--- config.mk ---
export PLATFORM = sky130hd
export DESIGN_NAME = sample_delay_inv
export DESIGN_NICKNAME = d
export VERILOG_FILES = /design/src/rtl/lanedly_pkg.sv /design/src/rtl/lanedly_window.sv /design/src/rtl/lanedly_negate.sv /design/src/rtl/lanedly_path.sv /design/src/rtl/sample_delay_inv.sv
export SDC_FILE = /design/constraint.sdc
export NUM_CORES = 2
export LEC_CHECK = 0
export CORE_MARGIN = 4
export CORE_UTILIZATION = 39
export DETAILED_ROUTE_END_ITERATION = 10
export DONT_BUFFER_PORTS = 1
export HOLD_SLACK_MARGIN = 0.12
export SYNTH_ARGS = -nofsm -noshare
export SYNTH_HDL_FRONTEND = slang
export SYNTH_SLANG_ARGS = --single-unit
--- constraint.sdc ---
create_clock -name clk -period 4.12 [get_ports clk]
set_input_delay 1.236 -clock clk [delete_from_list [all_inputs] [get_ports clk]]
set_output_delay 1.236 -clock clk [all_outputs]
set_load 0.02 [all_outputs]
--- src/rtl/lanedly_pkg.sv ---
package lanedly_pkg;

    localparam int DEF_LANES    = 16;
    localparam int DEF_SAMPLE_W = 16;

    typedef enum logic {
        POL_KEEP = 1'b0,
        POL_SWAP = 1'b1
    } pol_e;

endpackage

--- src/rtl/lanedly_window.sv ---
// Picks a LANES-sample window out of {current, previous}; lane 0 is oldest.
module lanedly_window #(
    parameter int LANES = 16,
    parameter int SW    = 16,
    parameter int DW    = $clog2(LANES)
) (
    input  logic [LANES*SW-1:0] prev_vec,
    input  logic [LANES*SW-1:0] cur_vec,
    input  logic [DW-1:0]       shift,
    output logic [LANES*SW-1:0] win_vec
);
    localparam int VW = LANES * SW;

    logic [2*VW-1:0] joined;

    // Lanes 0..LANES-1 of the join hold the previous vector, the rest the current one.
    assign joined = {cur_vec, prev_vec};

    // output lane k takes joined lane LANES + k - shift.
    always_comb begin
        for (int k = 0; k < LANES; k++) begin
            win_vec[k*SW +: SW] = joined[(LANES + k - int'(shift))*SW +: SW];
        end
    end

endmodule

--- src/rtl/lanedly_negate.sv ---
// Per-lane saturating two's complement negation.
module lanedly_negate
    import lanedly_pkg::*;
#(
    parameter int LANES = 16,
    parameter int SW    = 16
) (
    input  logic                inv,
    input  logic [LANES*SW-1:0] din,
    output logic [LANES*SW-1:0] dout
);
    localparam logic signed [SW-1:0] S_MIN = {1'b1, {(SW-1){1'b0}}};
    localparam logic signed [SW-1:0] S_MAX = {1'b0, {(SW-1){1'b1}}};

    pol_e pol;
    assign pol = pol_e'(inv);

    for (genvar k = 0; k < LANES; k++) begin : g_lane
        logic signed [SW-1:0] lane_in;
        logic signed [SW-1:0] lane_out;

        assign lane_in = din[k*SW +: SW];

        always_comb begin
            if (pol == POL_SWAP) begin
                lane_out = (lane_in == S_MIN) ? S_MAX : -lane_in;
            end else begin
                lane_out = lane_in;
            end
        end

        assign dout[k*SW +: SW] = lane_out;

        // the only value that cannot be negated exactly clips to the top code.
        always_comb begin
            if (inv === 1'b1 && lane_in === S_MIN) begin
                p_neg_saturate_r7 : assert (lane_out == S_MAX)
                    else $error("R7: negated minimum did not saturate");
            end
        end
    end

endmodule

--- src/rtl/lanedly_path.sv ---
// One path: previous-vector store, window, polarity, output register.
module lanedly_path #(
    parameter int LANES = 16,
    parameter int SW    = 16,
    parameter int DW    = $clog2(LANES)
) (
    input  logic                clk,
    input  logic                rst_n,
    input  logic [DW-1:0]       dly,
    input  logic                inv,
    input  logic [LANES*SW-1:0] din,
    output logic [LANES*SW-1:0] dout
);
    localparam int VW = LANES * SW;
    localparam logic [DW-1:0] DLY_MAX = DW'(LANES - 1);
    localparam logic signed [SW-1:0] S_MIN = {1'b1, {(SW-1){1'b0}}};

    typedef struct packed {
        logic [VW-1:0] prev;
        logic [VW-1:0] outv;
        logic [1:0]    age;
    } path_st_t;

    path_st_t st_d, st_q;

    logic [VW-1:0] win_w;
    logic [VW-1:0] pol_w;

    lanedly_window #(
        .LANES (LANES),
        .SW    (SW),
        .DW    (DW)
    ) i_window (
        .prev_vec (st_q.prev),
        .cur_vec  (din),
        .shift    (dly),
        .win_vec  (win_w)
    );

    lanedly_negate #(
        .LANES (LANES),
        .SW    (SW)
    ) i_negate (
        .inv  (inv),
        .din  (win_w),
        .dout (pol_w)
    );

    always_comb begin
        st_d      = st_q;
        st_d.prev = din;            // kept whatever the delay is
        st_d.outv = pol_w;          // single register stage
        st_d.age  = (st_q.age == 2'd3) ? 2'd3 : st_q.age + 2'd1;
    end

    always_ff @(posedge clk or negedge rst_n) begin
        if (!rst_n) begin
            st_q <= '0;
        end else begin
            st_q <= st_d;
        end
    end

    assign dout = st_q.outv;

    logic signed [SW-1:0] din_l0, din_l1, out_l0;
    assign din_l0 = din[SW-1:0];
    assign din_l1 = din[2*SW-1:SW];
    assign out_l0 = dout[SW-1:0];

    // with zero delay the output is last clock's input.
    p_zero_delay_r2 : assert property (@(posedge clk) disable iff (!rst_n)
        (st_q.age != 2'd0 && $past(dly) == '0 && !$past(inv)) |-> (dout == $past(din)));

    // at the largest delay, output lane 0 is lane 1 of the vector two clocks back.
    p_full_delay_r4 : assert property (@(posedge clk) disable iff (!rst_n)
        (st_q.age >= 2'd2 && $past(dly) == DLY_MAX && !$past(inv)) |-> (out_l0 == $past(din_l1, 2)));

    // inversion gives the exact negation of every value except the minimum.
    p_negate_r6 : assert property (@(posedge clk) disable iff (!rst_n)
        (st_q.age != 2'd0 && $past(dly) == '0 && $past(inv) && $past(din_l0) != S_MIN)
        |-> (out_l0 == -$past(din_l0)));

endmodule

--- src/rtl/sample_delay_inv.sv ---
module sample_delay_inv
    import lanedly_pkg::*;
#(
    parameter int LANES = DEF_LANES,
    parameter int SW    = DEF_SAMPLE_W,
    parameter int DW    = $clog2(LANES)
) (
    input  logic                clk,
    input  logic                rst_n,
    input  logic [DW-1:0]       dly_sel,
    input  logic                inv_en,
    input  logic [LANES*SW-1:0] a_in,
    input  logic [LANES*SW-1:0] b_in,
    output logic [LANES*SW-1:0] a_out,
    output logic [LANES*SW-1:0] b_out
);
    localparam int VW    = LANES * SW;
    localparam int NPATH = 2;

    logic [VW-1:0] path_in  [NPATH];
    logic [VW-1:0] path_out [NPATH];

    assign path_in[0] = a_in;
    assign path_in[1] = b_in;

    // identical, separate paths sharing only the controls.
    for (genvar g = 0; g < NPATH; g++) begin : g_path
        lanedly_path #(
            .LANES (LANES),
            .SW    (SW),
            .DW    (DW)
        ) i_path (
            .clk   (clk),
            .rst_n (rst_n),
            .dly   (dly_sel),
            .inv   (inv_en),
            .din   (path_in[g]),
            .dout  (path_out[g])
        );
    end

    assign a_out = path_out[0];
    assign b_out = path_out[1];

endmodule

# [Yosys cells after proc, flatten, opt, wreduce, memory -nomap -nowiden]
# Cells that the tools add are included.
[totals] reg_bits=1024 input_bits=519 elab_cells=180
[classes] eq_ne=32 add_sub_neg=48 shifts=32 muxes=64
[ops] op="$shiftx 512x10->16" count=30
[ops] op="$mux 16" count=64
[ops] op="$shiftx 512x32->16" count=2
[ops] op="$eq 16x16->1 const B" count=32
[ops] op="$neg 16->16" count=32
[ops] op="$sub 5x4->6 const A" count=16

# [Longest topological paths before layout]
[logic_depth] depth_word=5 depth_mapped=32

# [By module]
# A second synthesis with hierarchy kept.
[hier_totals] cells_unflattened=9744 hier_area_um2=98984.9
[by_module_without_submodules] module="lanedly_path" instances=2 cells_each=768 area_per_inst_um2=14734.1
[by_module_without_submodules] module="lanedly_window at g_path[0].i_path.i_window" instances=1 cells_each=3049 area_per_inst_um2=28573.7
[by_module_without_submodules] module="lanedly_window at g_path[1].i_path.i_window" instances=1 cells_each=2914 area_per_inst_um2=27986.8
[by_module_without_submodules] module="lanedly_negate at g_path[1].i_path.i_negate" instances=1 cells_each=1137 area_per_inst_um2=6538.8
[by_module_without_submodules] module="lanedly_negate at g_path[0].i_path.i_negate" instances=1 cells_each=1108 area_per_inst_um2=6417.4

# [Least setup slack after synthesis]
# Ideal clock, no wire load.
[synth_timing] kind="input -> register" start="input port dly_sel[1]" end="register g_path[1].i_path.st_q, in the netlist g_path[1].i_path.dout[1]" path_stages=24 arrival_ns=7.089 slack_ns=-3.056 setup_ns=0.087 n_path_buf=14 t_required_ns=4.033 path_cell_list="buf_6 -> buf_6 -> buf_6 -> buf_4 -> buf_4 -> inv_2 -> buf_2 -> buf_1 -> ha_1 -> buf_2 -> buf_2 -> buf_2 -> buf_4 -> buf_2 -> buf_1 -> mux4_2 -> mux4_2 -> mux2i_1 -> ha_1 -> nand3b_1 -> or4b_4 -> or4b_4 -> buf_4 -> o211ai_1"
[synth_via] elab_chain_cells=5 elab_cells_between_ends=6 classes_between="add/sub: 2; eq/ne: 1; shift: 1; mux: 2"
[synth_rtl] element="start: declaration" line="sample_delay_inv.sv:10" source="input logic [DW-1:0] dly_sel,"
[synth_rtl] element="$sub 5x4->6 (*)" line="lanedly_window.sv:22" source="win_vec[k*SW +: SW] = joined[(LANES + k - int'(shift))*SW +: SW];"
[synth_rtl] element="$shiftx 512x32->16 (*)" line="lanedly_window.sv:22"
[synth_rtl] element="$neg 16->16 / $eq 16x16->1 (equally long branches)" line="lanedly_negate.sv:26" source="lane_out = (lane_in == S_MIN) ? S_MAX : -lane_in;"
[synth_rtl] element="$mux 16" line="lanedly_negate.sv:26"
[synth_rtl] element="$mux 16 (*)" line="lanedly_negate.sv:25" source="if (pol == POL_SWAP) begin"
[synth_rtl] element="net g_path[1].i_path.i_negate.dout[1]" line="lanedly_negate.sv:10" source="output logic [LANES*SW-1:0] dout"
[synth_rtl] element="end signal: assignment" line="lanedly_path.sv:60" source="st_q <= st_d;"
[synth_rtl] element="end: declaration" line="lanedly_path.sv:24" source="path_st_t st_d, st_q;"
# The timed path passes the listed nets; every way through them passes the cells marked *.

# [Worst setup path in the final report]
[layout_timing] start="input port dly_sel[0]" end="register g_path[1].i_path.st_q, in the netlist g_path[1].i_path.dout[1]"
# Same word-level chain as after synthesis.

==> results.toml <==
[worst_setup_path]
end_kind = "flop"
path_class = "in2reg"
crit_path_cell_trace = "inv_8 > ha_4 > buf_12 > buf_16 > mux4_2 > mux4_2 > o211ai_1 > buf_4 > nand4_1 > or4b_4 > or4b_4 > buf_4 > o211ai_1"
crit_path_max_fanout = 126
arrival_ns = 5.42
critical_path_required_ns = 4.87
cp-start-kind = "primary input"
critPathSlowestCell = "or4b_4"
worst_path_largest_cell_delay_ns = 0.63
cp_num_buf_inv = 5
cp_top_family = "simple AND/OR/NAND/NOR gates"

[cells_and_area]
layout-drive-gt1-share = 0.496
regArea_mm2 = 0.0256
final-instance-count-excl-fill = 13300
finalInstanceArea_mm2 = 0.126
syn_to_final_growth_pct = 29.6
fill_cells = 21700
layout_commonest_cell = "buf_4"
multi_input_area_mm2 = 0.0695
fin_util = 0.508
layout.cells.most_common_list = "buf_4 (2031), mux4_2 (1490), nand2_1 (1034), dfrtp_1 (1024), mux2i_1 (903)"
nets = 10400

[detailed_routing]
vias = 92100
wire_per_inst_um = 43.7
drt_iter0_drc = 12200
via_per_inst = 6.92
drc = 0
wl_um = 581000
firstDrtPassIters = 9
ant_nets = 0

[die]
io_pins = 1031
row_count = 183
fp.dieH_um = 508
start_util = 0.392
dieArea_mm2 = 0.258
core_area_mm2 = 0.248
die_width_um = 508

[power_and_ir_drop]
p_leak_nw = 52.5
pwr-share-seq = 0.288
ir_drop_v = 0.000404
p_total_mw = 50.7
pwr-share-clk = 0.237
p_int_mw = 29.5
p_per_area_mw_per_mm2 = 402
swShare = 0.417
pwr-share-comb = 0.475
switching_power_mw = 21.1

[global_routing]
first_global_vias = 89500
grt-ovfl-total = 0
grt_start_max_net_pins = 617
grt_pass1_wl_um = 758000
antenna_found_initial = 55
grt_usage = 0.427

[timing]
period_minus_slack_ns = 4.67
finalWorstSetupSlack_ns = -0.548
tightestPinTransition_ns = 1.23
slew_headroom = 0.183
hold_viol = 0
rsz0062_at_grt = "true"
slew_viol_final = 0
max_freq_mhz = 214
setup_tns_ns = -70.56
setup_violations = 359
period_share = 1.13
fin_skew_ns = 0.0727
whs_ns = 0.306

[synth]
synth_nets = 8598
ys_ff_latch = 1024
ys_async_sr_fraction = 1.00
synth.cell_area_mm2 = 0.0973
synth-edff-count = 0
synth_ff_type = "dfrtp_1"
synth_seq_area_share = 0.263
yosysUniqueCellTypes = 107
synth_cells = 8034
syn_area_per_cell_um2 = 12.1
synth_warnings = 0

[clock_network]
cts_tree = "yes"
cts_root_buf = "clkbuf_16"
insertion_delay_ns = 0.88
htreeDepth = 3
cts-buffers-inserted = 121
clkSinkCount = 1024
cts_buffer_depth = 3
clkTransAtPathRegs_ns = 0.06
cts_hold_buf = 0

[place]
pre_cts_slack_ns = -2.84
routabilityCongestion = 1.07
portBuffers = 0
dp.cells = 12800
dp_hpwl_um = 442000
postPlaceCellArea_mm2 = 0.117

[job]
cap_violations = 0

[outcome]
violations = "setup timing"
status = "finished, violations left"

[min_path]
min_path_type = "in2async"
## kinds of logic (layout without fill, tap and decap cells)
kind of cell | after synthesis | after routing | synth area share
AOI/OAI and AO/OA | 910 | 910 | 0.0609
xor gates and xnor gates | 290 | 290 | 0.0263
and+or+nand+nor | 2076 | 2076 | 0.0989
DFF | 1024 | 1024 | 0.263
other | 0 | 57 | 0
muxes | 2905 | 2905 | 0.501
adders and majority gates | 45 | 45 | 0.00579
buffers and inverters | 784 | 2664 | 0.0440
## synthesized netlist by cell type, types with 96 or more instances
master,count,area share
a21oi_1,162,0.0083
buf_2,260,0.013
buf_4,96,0.0074
clkbuf_1,201,0.0078
dfrtp_1,1024,0.26
mux2_2,432,0.050
mux2i_1,952,0.098
mux4_2,1484,0.34
nand2_1,1080,0.042
nand3_1,196,0.010
nand4_1,96,0.0062
nor2_1,242,0.0093
nor3_1,101,0.0052
o21ai_0,277,0.014
xnor2_1,185,0.017
xor2_1,103,0.0093
## sequential cells by signal, summed over array words and instances (netlist names)
name / cells
g_path.i_path.dout: 512
g_path.i_path.st_q: 512
## layer usage
| layer | part of all wire | vias up | global-route usage |
|---|---|---|---|
| li1 | - | 35600 | - |
| met5 | 0.00020 | - | 0 |
| met2 | 0.43 | 7190 | 0.645 |
| met3 | 0.12 | 2012 | 0.155 |
| met1 | 0.32 | 47300 | 0.463 |
| met4 | 0.12 | 16 | 0.403 |
## power groups by stage
stage	clock, mW	sequential [mW]	combinational, mW
3_5_place_dp	0	14.8	21.9
4_1_cts	12.1	14.6	22.5
6_report	12.0	14.6	24.1
3_3_place_gp	0	14.8	21.7
2_1_floorplan	0	14.1	11.4
5_1_grt	12.5	14.7	24.6
## final cells by class
| class | instances | area share |
|---|---|---|
| diodes | 57 | 0.00113 |
| flip-flops and latches | 1024 | 0.203 |
| multi-input cells | 6226 | 0.551 |
| clock inverters | 87 | 0.00955 |
| repair buffers | 2362 | 0.174 |
| inverters | 72 | 0.00268 |
| well taps | 3330 | 0.0330 |
| clock buffers | 143 | 0.0255 |
## what timing repair did
action / in CTS / in global routing
setup buffers: 53 / 100
cloned: 20 / 45
endpoints found under the setup margin: 511 / 512
pin swaps: 41 / 61
gates resized for setup: 182 / 306
## worst paths after layout
path / startpoint / to / slack [ns] / cells after the start
worst max register to register: g_path[1].i_path.st_q[489] / g_path[1].i_path.dout[1] / 0.22 / 9
min in group clk: a_in[249] / g_path[0].i_path.st_q[507] / 0.38 / 0
worst max-delay path: dly_sel[0] / g_path[1].i_path.dout[1] / -0.55 / 13
worst min register to register: g_path[1].i_path.st_q[288] / g_path[1].i_path.dout[206] / 1.23 / 6
max in group asynchronous: rst_n / g_path[0].i_path.dout[99] / 2.56 / 3
worst min-delay path: rst_n / g_path[0].i_path.dout[177] / 0.31 / 1
(Power assumes the default switching activity.)
